--- config.mk ---
export PLATFORM = sky130hd
export DESIGN_NAME = rxring_writer
export DESIGN_NICKNAME = d
export VERILOG_FILES = /design/src/rtl/rxring_pkg.sv /design/src/rtl/rxring_page_step.sv /design/src/rtl/rxring_desc_mux.sv /design/src/rtl/rxring_irq_flags.sv /design/src/rtl/rxring_writer.sv
export SDC_FILE = /design/constraint.sdc
export NUM_CORES = 1
export LEC_CHECK = 0
export BUFFER_PORTS_ARGS = -buffer_cell sky130_fd_sc_hd__buf_4
export CORE_MARGIN = 1.5
export CORE_UTILIZATION = 48
export DETAILED_ROUTE_END_ITERATION = 8
export HOLD_SLACK_MARGIN = 0.03
export PLACE_DENSITY = 0.71
export RECOVER_POWER = 25
export SLEW_MARGIN = 20
export SYNTH_ARGS = -nofsm -noshare
export SYNTH_HDL_FRONTEND = slang
export SYNTH_SLANG_ARGS = --single-unit
--- constraint.sdc ---
create_clock -name clk_i -period 3.6 [get_ports clk_i]
set_input_delay 0.72 -clock clk_i [delete_from_list [all_inputs] [get_ports clk_i]]
set_output_delay 0.72 -clock clk_i [all_outputs]
set_load 0.005 [all_outputs]
--- src/rtl/rxring_pkg.sv ---
package rxring_pkg;
  localparam int OFF_W      = 8;
  localparam int DATA_OFF   = 4;
  localparam int DESC_PTR_W = 12;
  localparam int DESC_LEN_W = 12;
  localparam int ST_MC      = 0;
  localparam int ST_FO      = 1;
  localparam int ST_BF      = 2;
  localparam int IRQ_RX     = 0;
  localparam int IRQ_BF     = 1;
  localparam int N_IRQ      = 2;

  typedef enum logic [1:0] {WR_RX, WR_FIN, WR_DESC} wr_state_e;
endpackage

--- src/rtl/rxring_page_step.sv ---
module rxring_page_step #(
  parameter int PAGE_W = 12
) (
  input  logic [PAGE_W-1:0] cur_i,
  input  logic [PAGE_W-1:0] first_i,
  input  logic [PAGE_W-1:0] limit_i,
  input  logic              step_i,
  output logic [PAGE_W-1:0] nxt_o
);
  logic [PAGE_W-1:0] inc;
  always_comb begin
    inc = cur_i + 1'b1;
    if (!step_i)             nxt_o = cur_i;
    else if (inc == limit_i) nxt_o = first_i;
    else                     nxt_o = inc;
  end
endmodule

--- src/rtl/rxring_desc_mux.sv ---
module rxring_desc_mux
  import rxring_pkg::*;
#(
  parameter int PAGE_W = 12
) (
  input  logic [1:0]            idx_i,
  input  logic [PAGE_W-1:0]     next_page_i,
  input  logic [DESC_LEN_W-1:0] len_i,
  input  logic [7:0]            status_i,
  output logic [7:0]            byte_o
);
  localparam int WORD_W = DESC_PTR_W + DESC_LEN_W + 8;
  logic [WORD_W-1:0] word;
  always_comb begin
    word   = {status_i, len_i, DESC_PTR_W'(next_page_i)};
    byte_o = word[idx_i*8 +: 8];
  end
endmodule

--- src/rtl/rxring_irq_flags.sv ---
module rxring_irq_flags #(
  parameter int N = 2
) (
  input  logic         clk_i,
  input  logic         rst_ni,
  input  logic [N-1:0] set_i,
  input  logic [N-1:0] clr_i,
  output logic [N-1:0] flag_o
);
  for (genvar g = 0; g < N; g++) begin : g_flag
    always_ff @(posedge clk_i or negedge rst_ni) begin
      if (!rst_ni)       flag_o[g] <= 1'b0;
      else if (set_i[g]) flag_o[g] <= 1'b1;
      else if (clr_i[g]) flag_o[g] <= 1'b0;
    end
  end
endmodule

--- src/rtl/rxring_writer.sv ---
module rxring_writer
  import rxring_pkg::*;
#(
  parameter int PAGE_W = 12,
  localparam int ADDR_W = PAGE_W + 8
) (
  input  logic              clk_i,
  input  logic              rst_ni,
  input  logic              in_valid_i,
  input  logic [7:0]        in_data_i,
  input  logic              in_last_i,
  output logic              in_ready_o,
  input  logic [PAGE_W-1:0] start_page_i,
  input  logic [PAGE_W-1:0] end_page_i,
  input  logic [PAGE_W-1:0] rd_page_i,
  input  logic              ptr_init_i,
  input  logic              auto_recover_i,
  input  logic              imask_rx_i,
  input  logic              imask_bf_i,
  input  logic [1:0]        irq_clr_i,
  output logic              mem_we_o,
  output logic [ADDR_W-1:0] mem_addr_o,
  output logic [7:0]        mem_wdata_o,
  output logic [PAGE_W-1:0] wr_page_o,
  output logic [7:0]        last_status_o,
  output logic              irq_rx_o,
  output logic              irq_bf_o
);
  wr_state_e             state_q;
  logic [1:0]            idx_q;
  logic                  in_frame_q, ovf_q, mc_q;
  logic [PAGE_W-1:0]     start_pg_q, wr_pg_q;
  logic [OFF_W-1:0]      off_q;
  logic [DESC_LEN_W-1:0] len_q;
  logic [7:0]            status_q;

  logic                  accept, first_byte, hit, align_need;
  logic [OFF_W-1:0]      off_nx;
  logic [PAGE_W-1:0]     pg_byte, pg_align, pg_final;
  logic [DESC_LEN_W-1:0] len4;
  logic [7:0]            status_w, desc_byte;
  logic [N_IRQ-1:0]      irq_set, irq_flags;

  assign accept     = in_valid_i && (state_q == WR_RX);
  assign first_byte = accept && !in_frame_q;
  assign off_nx     = off_q + 1'b1;
  assign len4       = len_q + DESC_LEN_W'(DATA_OFF);
  assign align_need = (len4[7:0] != 8'd0);

  rxring_page_step #(.PAGE_W(PAGE_W)) u_step_byte (
    .cur_i(wr_pg_q), .first_i(start_page_i), .limit_i(end_page_i),
    .step_i(off_q == {OFF_W{1'b1}}), .nxt_o(pg_byte)
  );

  rxring_page_step #(.PAGE_W(PAGE_W)) u_step_align (
    .cur_i(wr_pg_q), .first_i(start_page_i), .limit_i(end_page_i),
    .step_i(align_need), .nxt_o(pg_align)
  );

  // byte landing on offset 0 of the read page means the ring is full
  assign hit      = (off_nx == '0) && (pg_byte == rd_page_i);
  assign pg_final = (ovf_q && auto_recover_i) ? start_pg_q : pg_align;

  always_comb begin
    status_w        = '0;
    status_w[ST_MC] = mc_q;
    status_w[ST_FO] = ovf_q;
    status_w[ST_BF] = ovf_q;
  end

  rxring_desc_mux #(.PAGE_W(PAGE_W)) u_desc (
    .idx_i(idx_q), .next_page_i(wr_pg_q), .len_i(len4),
    .status_i(status_w), .byte_o(desc_byte)
  );

  always_comb begin
    mem_we_o    = 1'b0;
    mem_addr_o  = '0;
    mem_wdata_o = '0;
    unique case (state_q)
      WR_RX: begin
        mem_we_o    = accept && !ovf_q;
        mem_addr_o  = {wr_pg_q, off_q};
        mem_wdata_o = in_data_i;
      end
      WR_DESC: begin
        mem_we_o    = 1'b1;
        mem_addr_o  = {start_pg_q, {(OFF_W-2){1'b0}}, idx_q};
        mem_wdata_o = desc_byte;
      end
      default: ;
    endcase
  end

  always_comb begin
    irq_set         = '0;
    irq_set[IRQ_BF] = accept && !ovf_q && hit && imask_bf_i;
    irq_set[IRQ_RX] = (state_q == WR_DESC) && (idx_q == 2'd3) && imask_rx_i;
  end

  rxring_irq_flags #(.N(N_IRQ)) u_irq (
    .clk_i(clk_i), .rst_ni(rst_ni), .set_i(irq_set),
    .clr_i(irq_clr_i), .flag_o(irq_flags)
  );

  always_ff @(posedge clk_i or negedge rst_ni) begin
    if (!rst_ni) begin
      state_q    <= WR_RX;
      idx_q      <= '0;
      in_frame_q <= 1'b0;
      ovf_q      <= 1'b0;
      mc_q       <= 1'b0;
      start_pg_q <= '0;
      wr_pg_q    <= '0;
      off_q      <= OFF_W'(DATA_OFF);
      len_q      <= '0;
      status_q   <= '0;
    end else begin
      unique case (state_q)
        WR_RX: begin
          if (accept) begin
            in_frame_q <= 1'b1;
            if (first_byte) begin
              start_pg_q <= wr_pg_q;
              mc_q       <= in_data_i[0];
              len_q      <= DESC_LEN_W'(1);
            end else begin
              len_q      <= len_q + 1'b1;
            end
            if (!ovf_q) begin
              off_q   <= off_nx;
              wr_pg_q <= pg_byte;
              if (hit) ovf_q <= 1'b1;
            end
            if (in_last_i) state_q <= WR_FIN;
          end else if (ptr_init_i && !in_frame_q) begin
            wr_pg_q <= start_page_i;
          end
        end
        WR_FIN: begin
          wr_pg_q <= pg_final;
          idx_q   <= '0;
          state_q <= WR_DESC;
        end
        WR_DESC: begin
          idx_q <= idx_q + 1'b1;
          if (idx_q == 2'd3) begin
            state_q    <= WR_RX;
            in_frame_q <= 1'b0;
            ovf_q      <= 1'b0;
            off_q      <= OFF_W'(DATA_OFF);
            status_q   <= status_w;
          end
        end
        default: state_q <= WR_RX;
      endcase
    end
  end

  assign in_ready_o    = (state_q == WR_RX);
  assign wr_page_o     = wr_pg_q;
  assign last_status_o = status_q;
  assign irq_rx_o      = irq_flags[IRQ_RX];
  assign irq_bf_o      = irq_flags[IRQ_BF];
endmodule

==> results by group <==
Status
  – Status: completed

Floorplan
  – Die area: 0.0112 sq mm
  – Core area: 0.0103 sq mm
  – Die Span Y: 106 microns
  – Initial core utilization: 49.4%
  – I/O pin cnt: 106
  – Die W: 106 microns
  – Num rows: 37

Yosys
  – Yosys top cell area share: 26.6%
  – Post-Synth Simple-Gate Area: 20.8%
  – EDFF count, synth: 0
  – Top cells by area, synth: dfrtp_1 (27%), xnor2_1 (5.3%), o21ai_0 (4.5%)
  – Synth Flop Type: dfrtp_1
  – Cell variety after synth: 74
  – Seq cells post-synth: 55
  – Register area share after synthesis: 27.1%
  – Main combinational cell family by area after synthesis: compound AO/OA/AOI/OAI gates
  – Mapped cell area: 0.00508 sq mm
  – Xor/xnor share of the synthesized area: 8.80%
  – Fraction of synthesized area in multiplexers: 6.61%
  – Synthesis Warnings: 0
  – Post-synth top area cell: dfrtp_1
  – Avg Cell Area, Syn: 8.11 sq um
  – Async SR Flop Fraction: 100%
  – Post-synthesis compound-gate area fraction: 26.6%
  – Cells after Synth: 626
  – Synthesized-area fraction occupied by adder cells: 2.46%

Clock network
  – CTS tree: built
  – CTS resizes: 0
  – Clock-pin slew on the worst setup and hold paths: 0.12 ns
  – Hold-fix buffers at CTS: 0
  – CTS root buffer: clkbuf_8
  – Setup bufs post-CTS: 0
  – CTS max path bufs: 2
  – Htree depth: 2
  – TritonCTS Buffers: 5
  – Clk_lat worst skew: 0.33 ns
  – Sinks on Clock Net: 55

Placement
  – Port Buffers: 100
  – GPL Wtd Cong: 0.967
  – DP Wirelength: 12.7 mm

Min path
  – Hold path depth: 1
  – Worst Min Path Start: last_status_o[0]$_DFFE_PN0P_
  – WHS Endpoint: last_status_o[0]$_DFFE_PN0P_
  – Worst hold path type: reg2reg

Routing
  – WL final: 16.7 mm
  – WL/cell: 19.7 microns
  – Metal2 WL: 7.80 mm
  – DRC Markers: 0
  – Vias/cell: 6.29
  – Drt pass-1 iters: 4
  – Met1 wire length: 7.11 mm
  – Routed Antenna Nets: 0
  – Top Metal Used: met4
  – Number of DRC markers in iteration 0: 482
  – Via count: 5,335
  – Met3 WL: 1.28 mm

Timing
  – Tcrit/Tclk final: 94.1%
  – TNS Setup: 0 ns
  – Worst Clk Skew: 0.0231 ns
  – Max Clock Freq: 0.295 GHz
  – RSZ-0062 raised after global routing: no
  – Final setup violation count: 0
  – Measured slew at the worst slew-check pin: 1.46 ns
  – Endpoints failing hold: 0
  – Minimum clock period: 3.39 ns
  – Slew HR: 2.97%
  – Fin. max-slew vios: 0

Finish
  – P&R area growth vs syn: 19.9%
  – Final Util: 59.2%
  – Nets: 775
  – Layout cells sized above 1: 24.3%
  – # diodes: 0
  – Layout fillers: 958

Critical path
  – Crit path arrival time: 3.63 ns
  – Max Fanout on Critical Path: 14
  – Reg-to-reg slack, setup: 0.21 ns
  – Worst setup path start: wr_page_o[0]$_DFFE_PN0P_
  – Kind of critical path: reg2reg
  – CP endpoint kind: flip-flop
  – FF-to-FF Start: wr_page_o[0]$_DFFE_PN0P_
  – Worst flop-to-flop path endpoint: ovf_q$_DFFE_PN0P_
  – Critical Path RT: 3.85 ns
  – Setup crit start kind: flip-flop
  – Reg2reg path depth: 10

Pwr
  – Pleak: 2.56 nW
  – Pwr Density: 705 mW/mm^2
  – Total power: 0.00429 W
  – Worst vdd ir: 0.341 mV

Global route
  – First-pass GRT wire length: 26.6 mm
  – GRT Util Overall: 30.2%
  – Number of global-route vias before repair: 5,001
  – Antenna violations before repair: 0
  – Global route overflow: 0
  – Largest net degree at the start of global routing: 56

Job
  – Max_cap viols: 0
-- layer usage --
metal,track usage (%),vias up
met2,47.9,270
met5,0,-
met4,11.2,0
met1,41.5,2570
met3,4.64,32
li1,-,2463
-- power breakdown --
part / total (W) / internal (W) / leakage, nW / switching (W)
combinational: 0.00282 / 0.00128 / 1.81 / 0.00155
sequential: 0.00104 / 0.000767 / 0.700 / 0.000271
clock: 0.000432 / 0.000211 / 0.0558 / 0.000221
-- worst max-delay path, cell delays in order, from the launching register on --
cell	delay [ns]
dfrtp_1	0.36
ha_1	0.33
and4_1	0.34
nand2_2	0.13
and3b_1	0.23
a2111oi_4	0.58
and3_2	0.50
a21oi_1	0.08
a311oi_1	0.33
o2111ai_1	0.24
o31ai_2	0.21
-- state kept, by name, summed over array words and instances, names as in the netlist --
name / count
wr_page_o: 12
u_irq.flag_o: 2
start_pg_q: 12
last_status_o: 2
state_q: 2
mc_q: 1
off_q: 8
in_frame_q: 1
ovf_q: 1
idx_q: 2
len_q: 12
-- synth_stat cells (3+ instances only) --
| library cell | instances |
|---|---|
| xor2_1 | 20 |
| nor4_1 | 5 |
| mux4_2 | 3 |
| a32oi_1 | 4 |
| ha_1 | 10 |
| mux2_2 | 14 |
| a211oi_1 | 5 |
| a21o_1 | 3 |
| and3_1 | 7 |
| o21ai_0 | 46 |
| clkbuf_1 | 36 |
| and2_1 | 9 |
| o41ai_1 | 3 |
| o221ai_1 | 3 |
| nand2_1 | 61 |
| and4_1 | 3 |
| a221oi_1 | 6 |
| inv_1 | 28 |
| nand2b_1 | 9 |
| a22o_1 | 24 |
| xnor2_1 | 31 |
| nor2b_1 | 7 |
| or3_1 | 5 |
| nand3_1 | 30 |
| mux2i_1 | 11 |
| a311oi_1 | 4 |
| o31ai_1 | 8 |
| buf_2 | 8 |
| o211ai_1 | 6 |
| nor3_1 | 8 |
| nand4_1 | 14 |
| nor2_1 | 34 |
| o31a_1 | 3 |
| buf_4 | 10 |
| o22ai_1 | 15 |
| a221o_1 | 3 |
| a21oi_1 | 24 |
| a31oi_1 | 10 |
| dfrtp_1 | 54 |
-- layout by cell type, fill, tap and decap left out, types with 6 or more instances in the layout --
cell type  instances
buf_4            130
nand2_1           61
dfrtp_1           54
o21ai_0           46
nor2_1            34
xnor2_1           31
nand3_1           29
inv_1             28
a22o_1            24
a21oi_1           24
xor2_1            20
o22ai_1           15
nand4_1           14
mux2_2            14
mux2i_1           11
a31oi_1           10
ha_1              10
and2_1             9
nand2b_1           9
nor3_1             8
o31ai_1            8
nor2b_1            7
and3_1             6
a221oi_1           6
o211ai_1           6
-- through the flow --
stage	worst slack (ns)	std cells	area (sq um)	hold WS, ns
floorplan	0.691	630	5090	0.424
global placement	0.160	840	5970	0.494
detailed placement	0.0606	840	5970	0.509
CTS	0.102	848	6080	0.468
global route	0.0181	848	6090	0.556
finish	0.213	848	6090	0.531
-- layout make-up --
type	count	area, sq um	area share (%)
repair buffers	131	981	16.1
flip-flops and latches	55	1380	22.6
well taps	136	170	2.80
inverters	30	113	1.85
clock inverters	2	38.8	0.637
clock buffers	6	72.6	1.19
multi-input cells	488	3330	54.8
-- cells by family after synthesis --
| logic type | count (synthesis) |
|---|---|
| adder cells (fa/ha/maj) | 10 |
| AO/OA/AOI/OAI | 190 |
| AND/OR/NAND/NOR | 204 |
| buffers and inverters | 87 |
| flip-flops | 55 |
| multiplexers | 28 |
| XOR/XNOR | 51 |
| other | 1 |
-- how the worst max path moves through the flow --
stage | end | slack [ns] | depth (start not counted)
after detailed placement | ovf_q$_DFFE_PN0P_ | 0.06 | 10
after CTS | ovf_q$_DFFE_PN0P_ | 0.10 | 10
after global placement | ovf_q$_DFFE_PN0P_ | 0.16 | 10
after global routing | ovf_q$_DFFE_PN0P_ | 0.02 | 10
after floorplan | ovf_q$_DFFE_PN0P_ | 0.69 | 13
final | ovf_q$_DFFE_PN0P_ | 0.21 | 10
Power figures use the tool's default switching activity.
